**src/rtl/tag_sched_pkg.sv**
```systemverilog
package tag_sched_pkg;

    localparam int RND_W        = 16;
    localparam int SEL_W        = 3;
    localparam int CFG_W        = 6;
    localparam logic [RND_W-1:0] RND_TAPS     = 16'hB400;
    localparam logic [RND_W-1:0] RND_ZERO_SUB = 16'hACE1;

    typedef struct packed {
        logic             ack_kills;
        logic             mute_en;
        logic             ack_en;
        logic [SEL_W-1:0] span_sel;
    } sched_cfg_t;

    typedef enum logic [2:0] {
        ST_BOOT  = 3'd0,
        ST_RUN   = 3'd1,
        ST_TX    = 3'd2,
        ST_POST  = 3'd3,
        ST_SLEEP = 3'd4,
        ST_OFF   = 3'd5,
        ST_TEST  = 3'd6
    } sched_st_t;

    function automatic logic [RND_W-1:0] rnd_next(input logic [RND_W-1:0] x);
        logic [RND_W-1:0] sh;
        sh = x >> 1;
        return x[0] ? (sh ^ RND_TAPS) : sh;
    endfunction

    function automatic logic [RND_W-1:0] seed_fix(input logic [RND_W-1:0] x);
        return (x == '0) ? RND_ZERO_SUB : x;
    endfunction

    function automatic logic [RND_W-1:0] span_mask(input logic [SEL_W-1:0] sel,
                                                  input int cmp_min);
        logic [RND_W-1:0] m;
        for (int i = 0; i < RND_W; i++) begin
            m[i] = (i < (cmp_min + int'(sel)));
        end
        return m;
    endfunction

endpackage

```
**src/rtl/slot_prng.sv**
```systemverilog
module slot_prng
    import tag_sched_pkg::*;
(
    input  logic             clk,
    input  logic             rst,
    input  logic             load,
    input  logic [RND_W-1:0] seed,
    input  logic             step,
    output logic [RND_W-1:0] value
);

    logic [RND_W-1:0] state_q;

    always_ff @(posedge clk) begin
        if (rst) begin
            state_q <= RND_ZERO_SUB;
        end else if (load) begin
            state_q <= seed_fix(seed);
        end else if (step) begin
            state_q <= rnd_next(state_q);
        end
    end

    assign value = state_q;

    // the generator never holds the all-zero value
    a_r4_never_zero: assert property (@(posedge clk) disable iff (rst)
        value != '0);

    // value only moves on a load or a step
    a_r3_value_hold: assert property (@(posedge clk) disable iff (rst)
        !load && !step |=> $stable(value));

endmodule

```
**src/rtl/delay_matcher.sv**
```systemverilog
module delay_matcher
    import tag_sched_pkg::*;
#(
    parameter int CMP_MIN  = 9,
    parameter int SLOW_DIV = 8
) (
    input  logic             clk,
    input  logic             rst,
    input  logic             clear,
    input  logic             run,
    input  logic             bit_en,
    input  logic             slow,
    input  logic [SEL_W-1:0] span_sel,
    input  logic [RND_W-1:0] rnd,
    output logic             hit
);

    localparam int DW = (SLOW_DIV > 1) ? $clog2(SLOW_DIV) : 1;
    localparam logic [DW-1:0] DIV_LAST = DW'(SLOW_DIV - 1);

    logic [RND_W-1:0] cnt_q;
    logic [RND_W-1:0] mask;
    logic [DW-1:0]    div_q;
    logic             adv;
    logic             tick;

    always_comb begin
        mask = span_mask(span_sel, CMP_MIN);
        hit  = ((cnt_q ^ rnd) & mask) == '0;
        adv  = run && !hit && bit_en;
        tick = adv && (!slow || (div_q == DIV_LAST));
    end

    always_ff @(posedge clk) begin
        if (rst || clear) begin
            cnt_q <= '0;
            div_q <= '0;
        end else begin
            if (adv && slow) begin
                div_q <= div_q + 1'b1;
            end
            if (tick) begin
                cnt_q <= cnt_q + 1'b1;
            end
        end
    end

    // count is frozen whenever counting is suspended
    a_r8_count_frozen: assert property (@(posedge clk) disable iff (rst)
        !run && !clear |=> $stable(cnt_q));

    // in slow mode the count never moves on consecutive edges
    a_r6_slow_no_back_to_back: assert property (@(posedge clk) disable iff (rst)
        slow && !clear && $changed(cnt_q) |=> $stable(cnt_q) || clear);

endmodule

```
**src/rtl/sleep_timer.sv**
```systemverilog
module sleep_timer #(
    parameter int SLEEP_LEN = 128
) (
    input  logic clk,
    input  logic rst,
    input  logic start,
    input  logic active,
    input  logic bit_en,
    output logic expired
);

    localparam int CW = $clog2(SLEEP_LEN) + 1;
    localparam logic [CW-1:0] LAST = CW'(SLEEP_LEN - 1);

    logic [CW-1:0] cnt_q;

    always_ff @(posedge clk) begin
        if (rst || start) begin
            cnt_q <= '0;
        end else if (active && bit_en) begin
            cnt_q <= cnt_q + 1'b1;
        end
    end

    assign expired = active && bit_en && (cnt_q == LAST);

    // the sleep count never runs past its period
    a_r8_sleep_bounded: assert property (@(posedge clk) disable iff (rst)
        active |-> cnt_q <= LAST);

endmodule

```
**src/rtl/tag_slot_scheduler.sv**
```systemverilog
module tag_slot_scheduler
    import tag_sched_pkg::*;
#(
    parameter int CMP_MIN   = 9,
    parameter int ACK_WIN   = 4,
    parameter int SLEEP_LEN = 128,
    parameter int SLOW_DIV  = 8
) (
    input  logic             clk,
    input  logic             rst,
    input  logic             bit_en,
    input  logic             test_sel,
    input  logic [CFG_W-1:0] cfg_word,
    input  logic [RND_W-1:0] seed,
    input  logic             ack_evt,
    input  logic             mute_evt,
    input  logic             wake_evt,
    input  logic             tx_done,
    output logic             tx_req,
    output logic             test_mode,
    output logic             asleep,
    output logic             tag_off
);

    localparam int PW = $clog2(ACK_WIN) + 1;
    localparam logic [PW-1:0] POST_LAST = PW'(ACK_WIN - 1);

    sched_st_t        state_q;
    sched_cfg_t       cfg_q;
    logic             slow_q;
    logic [PW-1:0]    post_q;
    logic [RND_W-1:0] rnd;
    logic             hit;
    logic             boot;
    logic             accept;
    logic             mute_ok;
    logic             ack_ok;
    logic             run_cnt;
    logic             sleep_start;
    logic             sleep_done;

    always_comb begin
        boot    = (state_q == ST_BOOT);
        accept  = (state_q == ST_TX) && tx_done;
        mute_ok = cfg_q.mute_en && mute_evt &&
                  ((state_q == ST_RUN) || (state_q == ST_POST) || (state_q == ST_SLEEP));
        ack_ok  = cfg_q.ack_en && ack_evt && (state_q == ST_POST);
        run_cnt = (state_q == ST_RUN) && !mute_ok;
        sleep_start = mute_ok && !(state_q == ST_SLEEP && wake_evt)
                      && !(ack_ok && cfg_q.ack_kills);
    end

    slot_prng u_prng (
        .clk   (clk),
        .rst   (rst),
        .load  (boot),
        .seed  (seed),
        .step  (accept),
        .value (rnd)
    );

    delay_matcher #(
        .CMP_MIN  (CMP_MIN),
        .SLOW_DIV (SLOW_DIV)
    ) u_match (
        .clk      (clk),
        .rst      (rst),
        .clear    (accept),
        .run      (run_cnt),
        .bit_en   (bit_en),
        .slow     (slow_q),
        .span_sel (cfg_q.span_sel),
        .rnd      (rnd),
        .hit      (hit)
    );

    sleep_timer #(
        .SLEEP_LEN (SLEEP_LEN)
    ) u_sleep (
        .clk     (clk),
        .rst     (rst),
        .start   (sleep_start),
        .active  (state_q == ST_SLEEP),
        .bit_en  (bit_en),
        .expired (sleep_done)
    );

    always_ff @(posedge clk) begin
        if (rst) begin
            state_q <= ST_BOOT;
            cfg_q   <= '0;
            slow_q  <= 1'b0;
            post_q  <= '0;
        end else begin
            unique case (state_q)
                ST_BOOT: begin
                    cfg_q   <= sched_cfg_t'(cfg_word);
                    state_q <= test_sel ? ST_TEST : ST_RUN;
                end
                ST_RUN: begin
                    if (mute_ok) begin
                        state_q <= ST_SLEEP;
                    end else if (hit) begin
                        state_q <= ST_TX;
                    end
                end
                ST_TX: begin
                    if (tx_done) begin
                        state_q <= ST_POST;
                        post_q  <= '0;
                    end
                end
                ST_POST: begin
                    if (ack_ok && cfg_q.ack_kills) begin
                        state_q <= ST_OFF;
                    end else if (!ack_ok && mute_ok) begin
                        state_q <= ST_SLEEP;
                    end else begin
                        if (ack_ok) begin
                            slow_q <= 1'b1;
                        end
                        post_q <= post_q + 1'b1;
                        if (post_q == POST_LAST) begin
                            state_q <= ST_RUN;
                        end
                    end
                end
                ST_SLEEP: begin
                    if (wake_evt || (!mute_ok && sleep_done)) begin
                        state_q <= ST_RUN;
                    end
                end
                ST_OFF:  state_q <= ST_OFF;
                ST_TEST: state_q <= ST_TEST;
                default: state_q <= ST_BOOT;
            endcase
        end
    end

    always_comb begin
        tx_req    = (state_q == ST_TX);
        test_mode = (state_q == ST_TEST);
        asleep    = (state_q == ST_SLEEP);
        tag_off   = (state_q == ST_OFF);
    end

    // a request is held until the transmit path reports done
    a_r11_req_held: assert property (@(posedge clk) disable iff (rst)
        tx_req && !tx_done |=> tx_req);

    // switch-off is permanent until reset
    a_r7_off_sticky: assert property (@(posedge clk) disable iff (rst)
        tag_off |=> tag_off && !tx_req);

    // a mute during a transmission does not start a sleep
    a_r10_no_sleep_in_tx: assert property (@(posedge clk) disable iff (rst)
        tx_req && !tx_done |=> !asleep);

    // slow mode stays until reset
    a_r6_slow_sticky: assert property (@(posedge clk) disable iff (rst)
        slow_q |=> slow_q);

    // captured configuration never changes after boot
    a_r1_cfg_frozen: assert property (@(posedge clk) disable iff (rst)
        !boot |=> $stable(cfg_q));

    // test mode never requests a transmission
    a_r5_test_parked: assert property (@(posedge clk) disable iff (rst)
        test_mode |=> test_mode && !tx_req);

endmodule

```
**config.mk**
```make
export PLATFORM = sky130hd
export DESIGN_NAME = tag_slot_scheduler
export DESIGN_NICKNAME = d
export VERILOG_FILES = /design/src/rtl/tag_sched_pkg.sv /design/src/rtl/slot_prng.sv /design/src/rtl/delay_matcher.sv /design/src/rtl/sleep_timer.sv /design/src/rtl/tag_slot_scheduler.sv
export SDC_FILE = /design/constraint.sdc
export NUM_CORES = 1
export LEC_CHECK = 0
export BUFFER_PORTS_ARGS = -buffer_cell sky130_fd_sc_hd__buf_4
export CORE_ASPECT_RATIO = 0.9
export CORE_MARGIN = 3
export CORE_UTILIZATION = 59
export DETAILED_ROUTE_END_ITERATION = 6
export GPL_TIMING_DRIVEN = 0
export PLACE_DENSITY = 0.8
export SLEW_MARGIN = 20
export SYNTH_ARGS = -nofsm -noshare
export SYNTH_HDL_FRONTEND = slang
export SYNTH_HIERARCHICAL = 1
export SYNTH_SLANG_ARGS = --single-unit
```
**constraint.sdc**
```tcl
create_clock -name clk -period 4.2 [get_ports clk]
set_clock_uncertainty 0.1 [all_clocks]
set_input_delay 0.42 -clock clk [delete_from_list [all_inputs] [get_ports clk]]
set_output_delay 0.42 -clock clk [all_outputs]
set_load 0.05 [all_outputs]
```
==> summary by stage <==
Setup path
Grouping stages by cell kind, the critical path spends the most delay in simple AND/OR/NAND/NOR gates. The worst register-to-register path begins at cfg_q[0]. The depth of the most critical reg-to-reg path is 12. The endpoint identified for the worst register-to-register timing path is state_q[1]. The largest fanout on the critical path is 10. The total buffers and inverters traversed by the critical path is 2.

The category of the worst setup path launch point is a flip-flop. The delay of the slowest critical-path stage is 0.63 ns. The reg2reg setup slack is slightly below 0.8 ns. Data arrives at the worst endpoint at 3.54 ns. Traced cell by cell, the critical path runs through ha_1 > ha_1 > nor2b_1 > o21ai_0 > o2111ai_1 > nor4_4 > nand2_4 > clkinv_2 > buf_12 > or4_1 > o211ai_1 > a221oi_2.

By startpoint and endpoint, the worst setup path is classified as reg -> reg. The type of destination of the critical path is a flip-flop. The slowest stage of the critical path is the sky130_fd_sc_hd__nor4_4 cell. The cell repeated most along the worst path is sky130_fd_sc_hd__ha_1. Data on the critical path is required at its endpoint by around 4.3 ns.

Synthesis
The Yosys step of the flow raised 6 warnings. The average cell area after synthesis is roughly 9 um^2. In this run, distinct cell masters in the synthesized netlist total 63.

The synthesized netlist net count is between 400 and 500. In this run, synthesis produced a sequential element count of 56. The share of flip-flops with an asynchronous set or reset is 0%. The number of instances in the synthesized netlist is 380. Among all cell types in the netlist, the one instantiated most often is sky130_fd_sc_hd__dfxtp_1. In the post-synthesis netlist, the biggest area contributors are sky130_fd_sc_hd__dfxtp_1 33%, sky130_fd_sc_hd__a21oi_1 4.9%, sky130_fd_sc_hd__mux2i_1 4.5%, sky130_fd_sc_hd__nor2_1 4.3%, sky130_fd_sc_hd__xnor2_1 4.2%. Of the post-synthesis cell area, the dominant cell type holds 33.3%. The sequential element share of the synthesized area is 33.3%. The most area-hungry cell type in the Yosys netlist is sky130_fd_sc_hd__dfxtp_1. The area of the mapped netlist is roughly 3400 um^2.

In the synthesized netlist, the cells that appear most often are 56 x sky130_fd_sc_hd__dfxtp_1, 39 x sky130_fd_sc_hd__nor2_1, 33 x sky130_fd_sc_hd__a21oi_1. Counting flops with a built-in enable in the synthesized netlist gives 0. The commonest register cell after synthesis is sky130_fd_sc_hd__dfxtp_1.

Power
Across the VDD grid, the largest voltage drop is 0.367 mV. The cell leakage power is 0.00146 uW. In this run the power density over the cells is 509 nW/um^2.

Final layout
The number of filler cells placed in the layout is between 400 and 500. The area growth from synthesis to layout is 12.6%. The final antenna diode count is 0. The number of nets in the layout is ~460. The layout cell share with drive strength beyond 1 is between 20% and 30%.

Floorplan
34 I/O pins were placed. The core area is 5380 um^2. The floorplan die height is 77.7 um. The initial cell density of the core is 62.7%.

In this run the core area contains 25 standard-cell rows. The horizontal die dimension is 85.7 um. The die covers 6660 um^2.

GRT
Global routing consumed, over all layers together, 24.6% of the routing resources. Entering global routing, the biggest net connects 17 pins. The total congestion overflow is 0.

The first global-routing pass estimated 13400 um of wire. The number of antenna violations at the first check in global routing is 0. The number of global-route vias before repair is about 2.9k.

STA
The total of endpoints with negative setup slack in the final report is 0. Headroom to the max-slew limit came out at between 20% and 30%. Based on the critical path, the design can be clocked at up to about 0.3 GHz. Setup repair after global routing left no endpoint under its margin.

The count of endpoints failing hold in the final timing report is 0. For the pin with the worst max-slew slack, the measured transition is 1.07 ns. In the finished design, the share of the clock period the worst path needs comes to 81.2%. The count of pins over their slew limit is 0. The final setup slack of the worst path is 0.791 ns. Adding up every negative setup slack in the final design gives 0 ns. The minimum period implied by the final worst setup slack is approximately 3.4 ns. Hold timing on the final database bottoms out at a slack of roughly 0.25 ns.

Place
The number of port buffers is 33. At the end of routability-driven placement, the weighted congestion stood at roughly 0.9. Prior to clock tree synthesis, the placed netlist has a worst setup slack of between 0.8 and 0.9 ns.

Detailed placement finished with a half-perimeter wire length of a little under 6000 um.

Drt
The via count is 2939. The total wire length is 7890 um. In this run the top signal layer used is met4. The ratio of routed vias to standard cells is 6.02. In the detailed route, the total length drawn on met3 is 494 um. The routed wire length on met2 is 3690 um. The detail-routed net length per standard cell is 16.2 um. The iteration count of the initial detailed-routing pass is 4. The number of nets with antenna violations after detailed routing is 0.

After detailed routing, the number of remaining DRC violations is 0. The number of violations reported at the end of detailed-routing iteration 0 is ~150. For this block, wires on met1 add up to roughly 3600 um.

Clocking
The count of instances resized after the clock tree is built is 0. The maximum level of the CTS H-tree is 2. Clock tree synthesis selected as its root buffer the cell sky130_fd_sc_hd__clkbuf_8. Clock tree synthesis found a total of 56 sinks. The CTS buffer count is 5.

The total setup buffers inserted after CTS is 0. After clock tree synthesis, the clock-pin slew on the worst setup and hold paths is 0.10 ns. The total of hold buffers inserted after clock tree synthesis is 0.

TritonCTS built the clock tree. For the worst-skew pair, the clock arrives at the later sink with an insertion delay of 0.31 ns. The maximum buffer depth of the clock tree is 2.

Run status
The flow ran to the end, and the final reports show no timing, DRC or antenna violations.

Worst hold path
In this run the worst hold path is classified as in -> reg. The endpoint with the worst hold slack is cfg_q[1]. The startpoint of the most critical hold path is cfg_word[1]. Counting instances, the worst hold path has a depth of 3.

Job
Max-cap violations in this run came to 0.
-- flip-flops by register name, indices dropped and copies added (netlist names) --
name,cells
post_q,3
state_q,3
u_match/cnt_q,16
slow_q,1
u_prng/value,16
u_match/div_q,3
cfg_q,6
u_sleep/cnt_q,8
-- final cells by class --
| type | instances | area (um^2) | area share [%] |
|---|---|---|---|
| multi-input combinational | 300 | 2110 | 55.6 |
| clock inverter | 2 | 10.0 | 0.264 |
| tap | 67 | 83.8 | 2.21 |
| buffer | 17 | 114 | 3.00 |
| clock buffer | 6 | 82.6 | 2.18 |
| sequential | 56 | 1120 | 29.5 |
| timing repair buffer | 33 | 248 | 6.53 |
| inverter | 7 | 27.5 | 0.725 |
-- stage by stage --
stage	std cells	total power (uW)	util, %	cell area, um^2
floorplan	380	1410	-	3370
CTS	488	1930	70.5	3790
detailed placement	480	1620	68.8	3700
global route	488	2070	70.5	3790
finish	488	1930	70.5	3790
global placement	480	1600	68.8	3700
-- placed cells by master (no fill, tap or decap), drive strengths merged, types with 6 or more instances in the layout --
cell type | synthesis | routed
nor4 | 7 | 7
nand3 | 10 | 10
a21oi | 41 | 41
or3 | 9 | 9
mux2 | 7 | 7
nor3 | 6 | 6
xor2 | 14 | 14
inv | 6 | 6
o21ai | 19 | 19
ha | 9 | 9
buf | 12 | 45
mux2i | 15 | 15
nor3b | 12 | 12
xnor2 | 16 | 16
dfxtp | 56 | 56
nand2 | 20 | 20
clkbuf | 5 | 11
nand4 | 9 | 9
nor2 | 39 | 39
a22oi | 8 | 8
-- layer usage --
| layer | global-route usage [%] | up-vias |
|---|---|---|
| met3 | 4.14 | 10 |
| li1 | - | 1485 |
| met2 | 39.5 | 97 |
| met4 | 6.80 | 0 |
| met5 | 0 | - |
| met1 | 34.0 | 1347 |
-- cell families (layout without fill, tap and decap cells) --
| logic type | after synthesis | in the layout | synth area share [%] |
|---|---|---|---|
| AOI/OAI and AO/OA | 98 | 98 | 19.8 |
| xor gates and xnor gates | 30 | 30 | 7.80 |
| muxes | 22 | 22 | 6.79 |
| and+or+nand+nor | 141 | 141 | 24.8 |
| buffers and inverters | 24 | 65 | 4.19 |
| DFF | 56 | 56 | 33.3 |
| adders and majority gates | 9 | 9 | 3.34 |
-- worst register-to-register path: cells and delay by family, from the launching register on --
kind	cells	cell delay, ns
simple gates	4	1.06
compound gates	4	0.80
fa+ha+maj	2	0.60
flops	1	0.49
buf+inv	2	0.29
-- power by group --
group	leakage, uW	switching (uW)	internal, uW
Clock	0.0000510	172	132
Sequential	0.000457	109	628
Combinational	0.000955	502	386
-- worst max-delay path by stage --
stage | from | to | slack [ns] | depth (start not counted)
6_report | cfg_q[0] | state_q[1] | 0.79 | 12
3_5_place_dp | cfg_q[0] | state_q[1] | 0.85 | 12
2_1_floorplan | state_q[0] | state_q[1] | 0.74 | 8
5_1_grt | cfg_q[0] | state_q[1] | 0.43 | 12
3_3_place_gp | cfg_q[0] | state_q[1] | 0.86 | 12
4_1_cts | cfg_q[0] | state_q[1] | 0.82 | 12
No activity file was read; power rests on OpenSTA's default activity.
